==> src/rtl/irqc_pkg.sv <==
package irqc_pkg;
  localparam int NSRC       = 5;
  localparam int SRC_W      = $clog2(NSRC);
  localparam int NEXT       = 2;
  localparam int NTMR       = 2;
  localparam int VEC_W      = 16;
  localparam int VEC_BASE   = 3;
  localparam int VEC_STRIDE = 8;
  localparam int GLOBAL_BIT = 7;

  // source indices, also the polling order
  localparam int SRC_EXT0 = 0;
  localparam int SRC_TMR0 = 1;
  localparam int SRC_EXT1 = 2;
  localparam int SRC_TMR1 = 3;
  localparam int SRC_SER  = 4;

  typedef logic [NSRC-1:0] src_vec_t;

  function automatic logic [VEC_W-1:0] vec_addr(input logic [SRC_W-1:0] idx);
    return VEC_W'(VEC_BASE + VEC_STRIDE * int'(idx));
  endfunction

  // lowest set index wins
  function automatic logic [SRC_W-1:0] poll_pick(input src_vec_t v);
    logic [SRC_W-1:0] r;
    r = '0;
    for (int i = NSRC - 1; i >= 0; i--) begin
      if (v[i]) r = SRC_W'(i);
    end
    return r;
  endfunction

  function automatic src_vec_t onehot_of(input logic [SRC_W-1:0] idx);
    src_vec_t r;
    r = '0;
    for (int i = 0; i < NSRC; i++) begin
      if (SRC_W'(i) == idx) r[i] = 1'b1;
    end
    return r;
  endfunction
endpackage

==> src/rtl/irqc_ext_sense.sv <==
module irqc_ext_sense #(
  parameter int NLINE = 2
) (
  input  logic             clk,
  input  logic             rst_n,
  input  logic [NLINE-1:0] pin_n,
  input  logic [NLINE-1:0] mode_edge,
  input  logic [NLINE-1:0] clr,
  output logic [NLINE-1:0] req,
  output logic [NLINE-1:0] fall
);
  for (genvar g = 0; g < NLINE; g++) begin : g_line
    logic pin_prev;
    logic edge_flag;

    assign fall[g] = pin_prev & ~pin_n[g];

    always_ff @(posedge clk or negedge rst_n) begin
      if (!rst_n) begin
        pin_prev  <= 1'b1;
        edge_flag <= 1'b0;
      end else begin
        pin_prev <= pin_n[g];
        if (!mode_edge[g])
          edge_flag <= 1'b0;
        else if (fall[g])
          edge_flag <= 1'b1;
        else if (clr[g])
          edge_flag <= 1'b0;
      end
    end

    assign req[g] = mode_edge[g] ? edge_flag : ~pin_n[g];
  end
endmodule

==> src/rtl/irqc_tmr_flags.sv <==
module irqc_tmr_flags #(
  parameter int NT = 2
) (
  input  logic          clk,
  input  logic          rst_n,
  input  logic [NT-1:0] ovf,
  input  logic [NT-1:0] clr,
  output logic [NT-1:0] flag
);
  for (genvar g = 0; g < NT; g++) begin : g_tmr
    always_ff @(posedge clk or negedge rst_n) begin
      if (!rst_n)
        flag[g] <= 1'b0;
      else if (ovf[g])
        flag[g] <= 1'b1;
      else if (clr[g])
        flag[g] <= 1'b0;
    end
  end
endmodule

==> src/rtl/irqc_select.sv <==
module irqc_select
  import irqc_pkg::*;
(
  input  src_vec_t         req,
  input  src_vec_t         prio,
  input  logic [1:0]       isr,
  output logic             valid,
  output logic [SRC_W-1:0] idx,
  output logic             level
);
  src_vec_t hi_req;
  src_vec_t lo_req;

  assign hi_req = req & prio;
  assign lo_req = req & ~prio;

  always_comb begin
    valid = 1'b0;
    idx   = '0;
    level = 1'b0;
    if (!isr[1]) begin
      if (|hi_req) begin
        valid = 1'b1;
        idx   = poll_pick(hi_req);
        level = 1'b1;
      end else if (!isr[0] && |lo_req) begin
        valid = 1'b1;
        idx   = poll_pick(lo_req);
      end
    end
  end
endmodule

==> src/rtl/irqc_inservice.sv <==
module irqc_inservice (
  input  logic       clk,
  input  logic       rst_n,
  input  logic       take,
  input  logic       take_level,
  input  logic       reti,
  output logic [1:0] isr
);
  logic [1:0] isr_nxt;

  always_comb begin
    isr_nxt = isr;
    if (reti) begin
      if (isr[1]) isr_nxt[1] = 1'b0;
      else        isr_nxt[0] = 1'b0;
    end
    if (take) isr_nxt[take_level] = 1'b1;
  end

  always_ff @(posedge clk or negedge rst_n) begin
    if (!rst_n) isr <= 2'b00;
    else        isr <= isr_nxt;
  end
endmodule

==> src/rtl/prio_irq_ctrl.sv <==
module prio_irq_ctrl
  import irqc_pkg::*;
(
  input  logic             clk,
  input  logic             rst_n,
  input  logic [7:0]       irq_en,
  input  logic [NSRC-1:0]  irq_prio,
  input  logic [NEXT-1:0]  ext_edge,
  input  logic [NEXT-1:0]  ext_pin_n,
  input  logic [NTMR-1:0]  tmr_ovf,
  input  logic             ser_rx_done,
  input  logic             ser_tx_done,
  input  logic             cpu_ack,
  input  logic             cpu_reti,
  output logic             irq_req,
  output logic [SRC_W-1:0] irq_src,
  output logic             irq_level,
  output logic [VEC_W-1:0] irq_vector,
  output logic [NEXT-1:0]  ext_flag,
  output logic [1:0]       in_service
);
  // named internal events
  logic            take;
  src_vec_t        take_vec;
  logic [NEXT-1:0] ext_fall;
  logic [NTMR-1:0] tmr_flag;
  src_vec_t        raw_req;
  src_vec_t        masked_req;

  assign take     = cpu_ack & irq_req;
  assign take_vec = take ? onehot_of(irq_src) : '0;

  irqc_ext_sense #(.NLINE(NEXT)) u_ext (
    .clk       (clk),
    .rst_n     (rst_n),
    .pin_n     (ext_pin_n),
    .mode_edge (ext_edge),
    .clr       ({take_vec[SRC_EXT1], take_vec[SRC_EXT0]}),
    .req       (ext_flag),
    .fall      (ext_fall)
  );

  irqc_tmr_flags #(.NT(NTMR)) u_tmr (
    .clk   (clk),
    .rst_n (rst_n),
    .ovf   (tmr_ovf),
    .clr   ({take_vec[SRC_TMR1], take_vec[SRC_TMR0]}),
    .flag  (tmr_flag)
  );

  always_comb begin
    raw_req           = '0;
    raw_req[SRC_EXT0] = ext_flag[0];
    raw_req[SRC_TMR0] = tmr_flag[0];
    raw_req[SRC_EXT1] = ext_flag[1];
    raw_req[SRC_TMR1] = tmr_flag[1];
    raw_req[SRC_SER]  = ser_rx_done | ser_tx_done;
  end

  assign masked_req = raw_req & irq_en[NSRC-1:0] & {NSRC{irq_en[GLOBAL_BIT]}};

  irqc_select u_sel (
    .req   (masked_req),
    .prio  (irq_prio),
    .isr   (in_service),
    .valid (irq_req),
    .idx   (irq_src),
    .level (irq_level)
  );

  assign irq_vector = vec_addr(irq_src);

  irqc_inservice u_isr (
    .clk        (clk),
    .rst_n      (rst_n),
    .take       (take),
    .take_level (irq_level),
    .reti       (cpu_reti),
    .isr        (in_service)
  );
endmodule

==> config.mk <==
export PLATFORM = sky130hd
export DESIGN_NAME = prio_irq_ctrl
export DESIGN_NICKNAME = d
export VERILOG_FILES = /design/src/rtl/irqc_pkg.sv /design/src/rtl/irqc_ext_sense.sv /design/src/rtl/irqc_tmr_flags.sv /design/src/rtl/irqc_select.sv /design/src/rtl/irqc_inservice.sv /design/src/rtl/prio_irq_ctrl.sv
export SDC_FILE = /design/constraint.sdc
export NUM_CORES = 1
export LEC_CHECK = 0
export ABC_AREA = 1
export CAP_MARGIN = 20
export CORE_ASPECT_RATIO = 1.1
export CORE_MARGIN = 2
export CORE_UTILIZATION = 30
export CTS_BUF_LIST = sky130_fd_sc_hd__clkbuf_16
export CTS_CLUSTER_SIZE = 14
export DETAILED_ROUTE_END_ITERATION = 12
export GPL_ROUTABILITY_DRIVEN = 0
export MAX_ROUTING_LAYER = met4
export PLACE_DENSITY = 0.71
export SLEW_MARGIN = 40
export SYNTH_ARGS = -nofsm -noshare
export SYNTH_HDL_FRONTEND = slang
export SYNTH_SLANG_ARGS = --single-unit
==> constraint.sdc <==
create_clock -name clk -period 4.4 [get_ports clk]
set_clock_uncertainty 0.2 [all_clocks]
set_input_delay 0.44 -clock clk [delete_from_list [all_inputs] [get_ports clk]]
set_output_delay 0.44 -clock clk [all_outputs]
set_load 0.02 [all_outputs]
==> flow_summary_export.csv, run 1 <==
group,metric,value,unit
place,hpwl,1520,µm
final_layout,syn_to_final_growth,43.4,%
yosys,yosys_most_used_dff,"dfrtp_1",
final_layout,fin_area,1210,µm²
setup_path,critPathMaxStageDelay,0.61,ns
yosys,yosysTopAreaCell,"dfrtp_1",
place,dp.cells,178,
pwr,powerDensity,323,nW/µm²
cts,tritoncts,"yes",
grt,grt_pass1_wl,2730,µm
yosys,synth_cells,118,
final_layout,num-fill-cells,288,
drt,wl_met3,124,µm
grt,grt_pass1_vias,685,
yosys,synthTopCellsByCount,"nand2_1, buf_4, inv_1",
drt,ant_nets,0,
grt,grt_max_degree,9,
setup_path,crit_chain,"clkdlybuf4s50_1 -> nand3_2 -> nor2_2 -> inv_2 -> nand2_4 -> nor2_4 -> nand2_4 -> nand2_4 -> nand2_4 -> nand2_4 -> inv_2 -> clkdlybuf4s50_1",
floorplanning,placementRows,20,
cts,postCtsSetupBuffers,0,
sta,final_max_slew_viol_count,0,
setup_path,cp-end-kind,"output port",
setup_path,required,3.76,ns
setup_path,timing.critical_path.mode_cell,"nand2_4",
final_layout,fin_cells,182,
floorplanning,io-pin-count,50,
cts,clock-sinks,8,
setup_path,arrival,2.48,ns
cts,path_clk_slew,0.04,ns
run,cap_violations,0,
drt,firstDrtPassIters,4,
cts,clk_latency,0.23,ns
yosys,synth_warnings,0,
sta,hold_ws,0.276,ns
yosys,async_flop_share,1.00,
place,port-buffer-count,34,
place,dpl_cell_area,1130,µm²
cts,cts_root_buffer,"clkbuf_16",
sta,fin_crit_sh,0.710,
pwr,cellLeakagePower,0.000600,µW
drt,drt-vias-per-instance,4.09,
setup_path,cp_max_fo,6,
final_layout,drive_gt1_frac,0.221,
yosys,synth_edf_count,0,
final_layout,antenna_cells,0,
drt,wl,1810,µm
final_layout,fin_nets,175,
drt,top_layer_used,"met4",
sta,fin_crit,3.12,ns
yosys,yosysUniqueCellTypes,24,
yosys,yosys.area.top_type_share,0.178,
floorplanning,die_w,54.6,µm
grt,antenna_found_initial,0,
setup_path,crit_type,"in -> out",
yosys,synth.most_common_cell,"nand2_1",
cts,cts_buffer_depth,2,
pwr,ir_drop,175,µV
drt,wl_per_cell,9.97,µm
setup_path,start_kind,"input pin",
cts,ctsHoldBuffers,0,
drt,wl_met1,674,µm
yosys,syn_area,845,µm²
floorplanning,initial_core_util,0.310,
floorplanning,die_y,59.7,µm
grt,overflow,0,
yosys,synth-seq-cells,8,
cts,h-tree-depth,1,
setup_path,slowest_stage,"clkdlybuf4s50_1",
floorplanning,dieArea,3260,µm²
sta,fmax,320,MHz
yosys,yosys-top-cells-area,"dfrtp_1, buf_4, nand2_1",
run_status,outcome,"complete, no violations",
sta,setup_tns,0,ns
floorplanning,core-area,2730,µm²
drt,via_count,744,
grt,globalRouteTotalUtil,0.122,
drt,wl_met2,988,µm
sta,finalSetupViolations,0,
sta,rsz0062_at_grt,"no",
drt,drt_iter0_markers,10,
yosys,synth_area_per_cell,7.16,µm²
final_layout,register_area,203,µm²
yosys,synth_seq_area_share,0.240,
hold_path,hp-class,"in -> async",
cts,ctsResizeCount,0,
drt,post-route-drc-count,0,
cts,cts_buffers,3,
final_layout,multi_input_area,484,µm²
sta,finalHoldViolCount,0,
-- where the power goes --
group	internal [µW]	switching, µW
Sequential	81.6	7.74
Combinational	66.2	85.8
Clock	118	31.9
Total	266	125
-- worst max-delay path: cells and delay by family --
kind          cells  cell delay (ns)
buf+inv           4             1.35
simple gates      8             0.69
-- cells in the final DEF, fill, tap and decap left out --
master	count
conb_1	13
nand3b_1	2
dfrtp_1	6
o21ai_0	2
nand2_4	6
clkbuf_16	3
clkdlybuf4s50_1	34
nor2_1	7
o22ai_1	1
nor3b_2	1
inv_2	6
inv_1	12
nand2_1	29
nand2_2	3
nor3_1	1
nand3_1	4
o21bai_1	2
dfstp_2	2
nor2_2	2
nand3_2	4
o21ai_2	3
nand4_1	2
o211ai_1	1
nor2_4	2
a21oi_2	1
-- kinds of logic after synthesis --
logic type,Yosys count,share of synthesized area
flops,8,0.240
compound gates,10,0.0874
other cells,2,0.00889
buf+inv,35,0.236
simple gates,63,0.428
-- metal layers --
layer | vias to the layer above | global-route usage
met5 | - | -
met4 | 0 | 0.0536
met3 | 4 | 0.0300
met2 | 24 | 0.219
met1 | 318 | 0.119
li1 | 398 | -
-- sequential cells by signal, summed over array words and instances, names as in the netlist --
signal	count
u_ext.g_line.edge_flag	2
u_ext.g_line.pin_prev	2
u_isr.isr	2
u_tmr.flag	2
-- through the flow --
step                       util  power (µW)  worst slack [ns]
final                     0.444         391              1.28
after global routing      0.444         413              1.16
after CTS                 0.444         397              1.27
after detailed placement  0.415         243              1.28
after global placement    0.415         241              1.29
after floorplan               -         192              2.31
-- worst paths after layout --
check | to | start | slack, ns | cells past startpoint
worst min register to register | u_ext.g_line[1].edge_flag | u_ext.g_line[1].pin_prev | 0.32 | 2
worst max register to register | u_ext.g_line[0].edge_flag | u_ext.g_line[0].edge_flag | 2.66 | 10
min in group clk | u_ext.g_line[1].edge_flag | u_ext.g_line[1].pin_prev | 0.32 | 2
max in group asynchronous | u_ext.g_line[0].pin_prev | rst_n | 3.43 | 1
worst min-delay path | u_tmr.flag[1] | rst_n | 0.28 | 1
worst max-delay path | irq_src[0] | irq_en[7] | 1.28 | 12
-- cell type report --
class | instances | share of cell area
timing repair buffer | 34 | 0.281
tap | 33 | 0.0341
sequential | 8 | 0.167
inverter | 17 | 0.0527
clock buffer | 3 | 0.0620
multi-input combinational | 86 | 0.400
clock inverter | 1 | 0.00310
(Power assumes the default switching activity.)
==> run 2: changes to the inputs <==
--- a/config.mk
+++ b/config.mk
@@ -15,7 +15,7 @@
 export DETAILED_ROUTE_END_ITERATION = 12
 export GPL_ROUTABILITY_DRIVEN = 0
 export MAX_ROUTING_LAYER = met4
-export PLACE_DENSITY = 0.71
+export PLACE_DENSITY = 0.74
 export SLEW_MARGIN = 40
 export SYNTH_ARGS = -nofsm -noshare
 export SYNTH_HDL_FRONTEND = slang
==> constraint.sdc (replaced) <==
create_clock -name clk -period 2.6 [get_ports clk]
set_clock_uncertainty 0.2 [all_clocks]
set_input_delay 0.26 -clock clk [delete_from_list [all_inputs] [get_ports clk]]
set_output_delay 0.26 -clock clk [all_outputs]
set_load 0.02 [all_outputs]
==> run 2 against run 1 <==
Net effect:
- critical path depth is the same
- non-clock buffer count rose by 16
- core utilization grew 4.0 points
- global-route usage is 2.6 points higher
- largest cell class unchanged
==> flow_summary_export.csv, run 2 (same netlist as run 1, synthesis figures left out) <==
group,metric,value,unit
sta,final_max_slew_viol_count,0,
pwr,power_frac_comb,0.405,
pwr,ir_drop,290,µV
drt,via_count,842,
final_layout,most-common-layout-cells,"nand2_1, clkdlybuf4s50_1, buf_4, conb_1, inv_1",
cts,path_clk_slew,0.04,ns
drt,firstDrtPassIters,4,
pwr,p_total,692,µW
floorplanning,io-pin-count,50,
cts,ctsHoldBuffers,0,
floorplanning,dieArea,3260,µm²
cts,cts_buffer_depth,2,
setup_path,start_kind,"input pin",
run_status,outcome,"complete, no violations",
pwr,swShare,0.327,
sta,fin_crit,2.43,ns
pwr,p_int,466,µW
drt,ant_nets,0,
pwr,clockPowerShare,0.375,
drt,drt-vias-per-instance,4.25,
sta,finalSetupViolations,0,
pwr,powerDensity,525,nW/µm²
setup_path,crit_type,"in -> out",
sta,setup_ws,0.173,ns
place,port-buffer-count,34,
grt,overflow,0,
grt,antenna_found_initial,0,
setup_path,required,2.14,ns
grt,grt_max_degree,9,
final_layout,fin_nets,191,
grt,grt_pass1_vias,867,
hold_path,hp-class,"in -> async",
final_layout,antenna_cells,0,
setup_path,ff2ff_path_depth,12,
drt,post-route-drc-count,0,
drt,wl_per_cell,10.5,µm
setup_path,critPathCapture,"irq_src[0]",
sta,setup_tns,0,ns
cts,clk_latency,0.23,ns
setup_path,arrival,1.97,ns
setup_path,r2r-end,"u_ext.g_line[1].edge_flag",
grt,grt_pass1_wl,3370,µm
place,hpwl,1680,µm
final_layout,syn_to_final_growth,56.3,%
sta,hold_ws,0.118,ns
pwr,pwr-share-seq,0.220,
floorplanning,core-area,2730,µm²
drt,drt_iter0_markers,4,
final_layout,num-fill-cells,269,
sta,fin_crit_sh,0.934,
final_layout,drive_gt1_frac,0.297,
setup_path,startpoint,"ext_edge[1]",
place,pre_cts_ws,-0.103,ns
drt,wl,2090,µm
run,cap_violations,0,
setup_path,cp-end-kind,"output port",
floorplanning,placementRows,20,
cts,clock-sinks,8,
floorplanning,initial_core_util,0.310,
final_layout,final_common_cell,"nand2_1",
sta,rsz0062_at_grt,"no",
floorplanning,die_y,59.7,µm
cts,cts_buffers,3,
setup_path,r2r-start,"u_ext.g_line[0].edge_flag",
grt,globalRouteTotalUtil,0.147,
cts,h-tree-depth,1,
floorplanning,die_w,54.6,µm
cts,tritoncts,"yes",
setup_path,cp_max_fo,3,
setup_path,r2r_slack,0.69,ns
pwr,cellLeakagePower,0.000706,µW
sta,fmax,412,MHz
sta,finalHoldViolCount,0,
pwr,power_switching,226,µW
cts,cts_root_buffer,"clkbuf_16",
run 2: cell types whose count changed in the layout (fill, tap and decap cells not counted):
| cell | before | now |
|---|---|---|
| buf_4 | 0 | 16 |
| clkdlybuf4s50_1 | 34 | 25 |
| dlygate4sd2_1 | 0 | 9 |
run 2: worst max-delay path, cell delays in order:
cell	delay (ns)
clkdlybuf4s50_1	0.53
nand2_1	0.10
o21ai_2	0.10
nand3_1	0.13
nand2_1	0.10
nor2_1	0.06
nand2_1	0.07
nand2_2	0.07
nand2_4	0.09
nand2_4	0.05
inv_2	0.06
dlygate4sd2_1	0.34
run 2: stage by stage:
step | instance area, µm² | utilization | instances
finish | 1320 | 0.484 | 198
global placement | 1250 | 0.459 | 194
global route | 1320 | 0.484 | 198
detailed placement | 1250 | 0.459 | 194
floorplan | 886 | - | 129
CTS | 1320 | 0.484 | 198
run 2: metal layers:
layer / vias to the layer above / track usage / wire, µm
li1: 430 / - / -
met1: 383 / 0.143 / 766
met2: 24 / 0.267 / 1170
met3: 5 / 0.0375 / 120
met4: 0 / 0.0607 / 32
met5: - / - / 0
run 2: area by class of cell:
cell class              instances  area, µm²  area share
multi-input cells              86        484       0.367
inverters                      17       63.8      0.0483
clock inverters                 1       3.75     0.00284
clock buffers                   3       75.1      0.0569
well taps                      33       41.3      0.0313
flip-flops and latches          8        203       0.154
repair buffers                 50        449       0.340
run 2: how the worst min path moves through the flow:
| stage | from | endpoint | slack (ns) | depth (start not counted) |
|---|---|---|---|---|
| finish | rst_n | u_tmr.flag[1] | 0.12 | 1 |
| global route | rst_n | u_tmr.flag[1] | 0.14 | 1 |
| CTS | rst_n | u_tmr.flag[1] | 0.12 | 1 |
| detailed placement | u_ext.g_line[1].pin_prev | u_ext.g_line[1].edge_flag | 0.30 | 2 |
| global placement | u_ext.g_line[0].pin_prev | u_ext.g_line[0].edge_flag | 0.30 | 2 |
| floorplan | rst_n | u_ext.g_line[0].edge_flag | -0.24 | 0 |
run 2: power groups by stage:
stage               clock (µW)  combinational, µW  sequential [µW]
finish                     260                280              152
global route               273                304              154
CTS                        265                283              152
detailed placement           0                294              153
global placement             0                289              152
floorplan                    0                168              157
run 2: timing repair:
item,4_1_cts,5_1_grt
resized for setup,9,0
endpoints found under the setup margin,8,0
buffers inserted,0,0
==> run 3: changes to the inputs <==
--- a/config.mk
+++ b/config.mk
@@ -7,15 +7,17 @@
 export LEC_CHECK = 0
 export ABC_AREA = 1
 export CAP_MARGIN = 20
+export CELL_PAD_IN_SITES_DETAIL_PLACEMENT = 1
+export CELL_PAD_IN_SITES_GLOBAL_PLACEMENT = 2
 export CORE_ASPECT_RATIO = 1.1
 export CORE_MARGIN = 2
-export CORE_UTILIZATION = 30
+export CORE_UTILIZATION = 17
 export CTS_BUF_LIST = sky130_fd_sc_hd__clkbuf_16
 export CTS_CLUSTER_SIZE = 14
 export DETAILED_ROUTE_END_ITERATION = 12
 export GPL_ROUTABILITY_DRIVEN = 0
 export MAX_ROUTING_LAYER = met4
-export PLACE_DENSITY = 0.74
+export PLACE_DENSITY = 0.81
 export SLEW_MARGIN = 40
 export SYNTH_ARGS = -nofsm -noshare
 export SYNTH_HDL_FRONTEND = slang
==> run 3 against run 2 <==
Net effect:
- global-route usage fell by 6.6 points
- largest cell class unchanged
- setup slack improved by 0.015 ns
- die area up 70%
- critical endpoint is now irq_vector[4]
==> flow_summary_export.csv, run 3 (same netlist as run 1, synthesis figures left out) <==
group,metric,value,unit
floorplanning,io-pin-count,50,
cts,h-tree-depth,1,
grt,busiest_layer,"met2",
setup_path,crit_type,"in -> out",
sta,hold_ws,0.119,ns
drt,ant_nets,0,
pwr,ir_drop,383,µV
place,pre_cts_ws,-0.117,ns
setup_path,cp_max_fo,4,
grt,gr-usage-met3,0.0143,
drt,via_count,807,
run_status,outcome,"complete, no violations",
place,port-buffer-count,34,
cts,cts_root_buffer,"clkbuf_16",
cts,clock-sinks,8,
cts,path_clk_slew,0.04,ns
cts,tritoncts,"yes",
setup_path,cp_top_family,"buffers and inverters",
setup_path,ff2ff_path_depth,13,
final_layout,antenna_cells,0,
cts,ctsHoldBuffers,0,
drt,drt-vias-per-instance,3.74,
drt,firstDrtPassIters,4,
sta,setup_tns,0,ns
final_layout,num-fill-cells,589,
place,dp.cells,212,
final_layout,final_common_cell,"nand2_1",
final_layout,fin_cells,216,
cts,cts_buffer_depth,2,
sta,fin_crit_sh,0.928,
grt,met2_usage,0.132,
pwr,powerDensity,518,nW/µm²
setup_path,r2r_slack,0.76,ns
setup_path,crit_buf_inv,2,
grt,overflow,0,
cts,cts_buffers,3,
final_layout,syn_to_final_growth,56.1,%
floorplanning,placementRows,26,
floorplanning,die_y,77.9,µm
cts,clk_latency,0.23,ns
final_layout,fin_nets,186,
setup_path,arrival,1.95,ns
drt,wl_per_cell,9.94,µm
setup_path,required,2.14,ns
floorplanning,die_w,71.2,µm
grt,globalRouteTotalUtil,0.0810,
grt,grt_pass1_vias,809,
floorplanning,dieArea,5550,µm²
grt,grt_max_degree,9,
floorplanning,initial_core_util,0.179,
final_layout,drive_gt1_frac,0.275,
sta,setup_ws,0.188,ns
setup_path,cp-end-kind,"output port",
drt,drt_iter0_markers,17,
sta,finalHoldViolCount,0,
sta,fin_crit,2.41,ns
setup_path,slowest_stage,"clkdlybuf4s50_1",
cts,ctsResizeCount,7,
drt,wl,2150,µm
final_layout,most-common-layout-cells,"nand2_1, clkdlybuf4s50_1, conb_1, inv_1, buf_4",
run,cap_violations,0,
drt,post-route-drc-count,0,
grt,gr-usage-met1,0.102,
setup_path,r2r-end,"u_ext.g_line[0].edge_flag",
sta,rsz0062_at_grt,"no",
setup_path,critPathMaxStageDelay,0.52,ns
place,hpwl,1840,µm
setup_path,timing.critical_path.mode_cell,"nand2_1",
pwr,cellLeakagePower,0.000698,µW
grt,grt_pass1_wl,3510,µm
sta,final_max_slew_viol_count,0,
sta,fmax,415,MHz
setup_path,start_kind,"input pin",
floorplanning,core-area,4720,µm²
hold_path,hp-class,"in -> async",
setup_path,r2r-start,"u_ext.g_line[1].edge_flag",
cts,postCtsSetupBuffers,0,
sta,finalSetupViolations,0,
setup_path,crit_chain,"clkdlybuf4s50_1 -> nand2_1 -> o21ai_2 -> nand3_1 -> nand2_1 -> nor3b_2 -> nor2_1 -> nor2_4 -> dlygate4sd2_1",
grt,antenna_found_initial,0,
run 3: changes by cell type in the layout (fill, tap and decap cells not counted), sizes merged:
cell / delta
dlygate4sd2: -2
dlymetal6s2s: +2
buf: -5
run 3: report_power, final:
group          total (µW)  switching (µW)  internal, µW
clock network         258            58.2           200
registers             152            13.7           138
logic                 273             151           122
total                 683             223           460
run 3: how the worst max path moves through the flow:
stage / endpoint / depth (start not counted) / slack, ns / from
floorplan: irq_vector[3] / 11 / 0.84 / u_ext.g_line[0].edge_flag
global placement: irq_vector[4] / 9 / -0.11 / irq_en[7]
detailed placement: irq_vector[4] / 9 / -0.12 / irq_en[7]
CTS: irq_req / 10 / 0.003 / irq_en[7]
global route: irq_vector[3] / 12 / 0.03 / ext_edge[1]
finish: irq_vector[4] / 9 / 0.19 / ext_edge[1]
run 3: cell type report:
type	count	area [µm²]	share of cell area
clock buffers	3	75.1	0.0569
repair buffers	45	419	0.318
clock inverters	1	3.75	0.00285
inverters	17	63.8	0.0484
flip-flops and latches	8	203	0.154
multi-input cells	86	484	0.367
well taps	56	70.1	0.0531
run 3: stage by stage:
step | cell area (µm²) | total power [µW] | utilization
3_3_place_gp | 1240 | 439 | 0.264
5_1_grt | 1320 | 729 | 0.280
4_1_cts | 1310 | 695 | 0.279
6_report | 1320 | 683 | 0.280
3_5_place_dp | 1240 | 440 | 0.264
2_1_floorplan | 886 | 326 | -
run 3: routing by layer:
| layer | up-vias | part of all wire |
|---|---|---|
| li1 | 418 | - |
| met1 | 360 | 0.44 |
| met3 | 2 | 0.073 |
| met2 | 27 | 0.48 |
| met4 | 0 | 0.0028 |
| met5 | - | 0 |
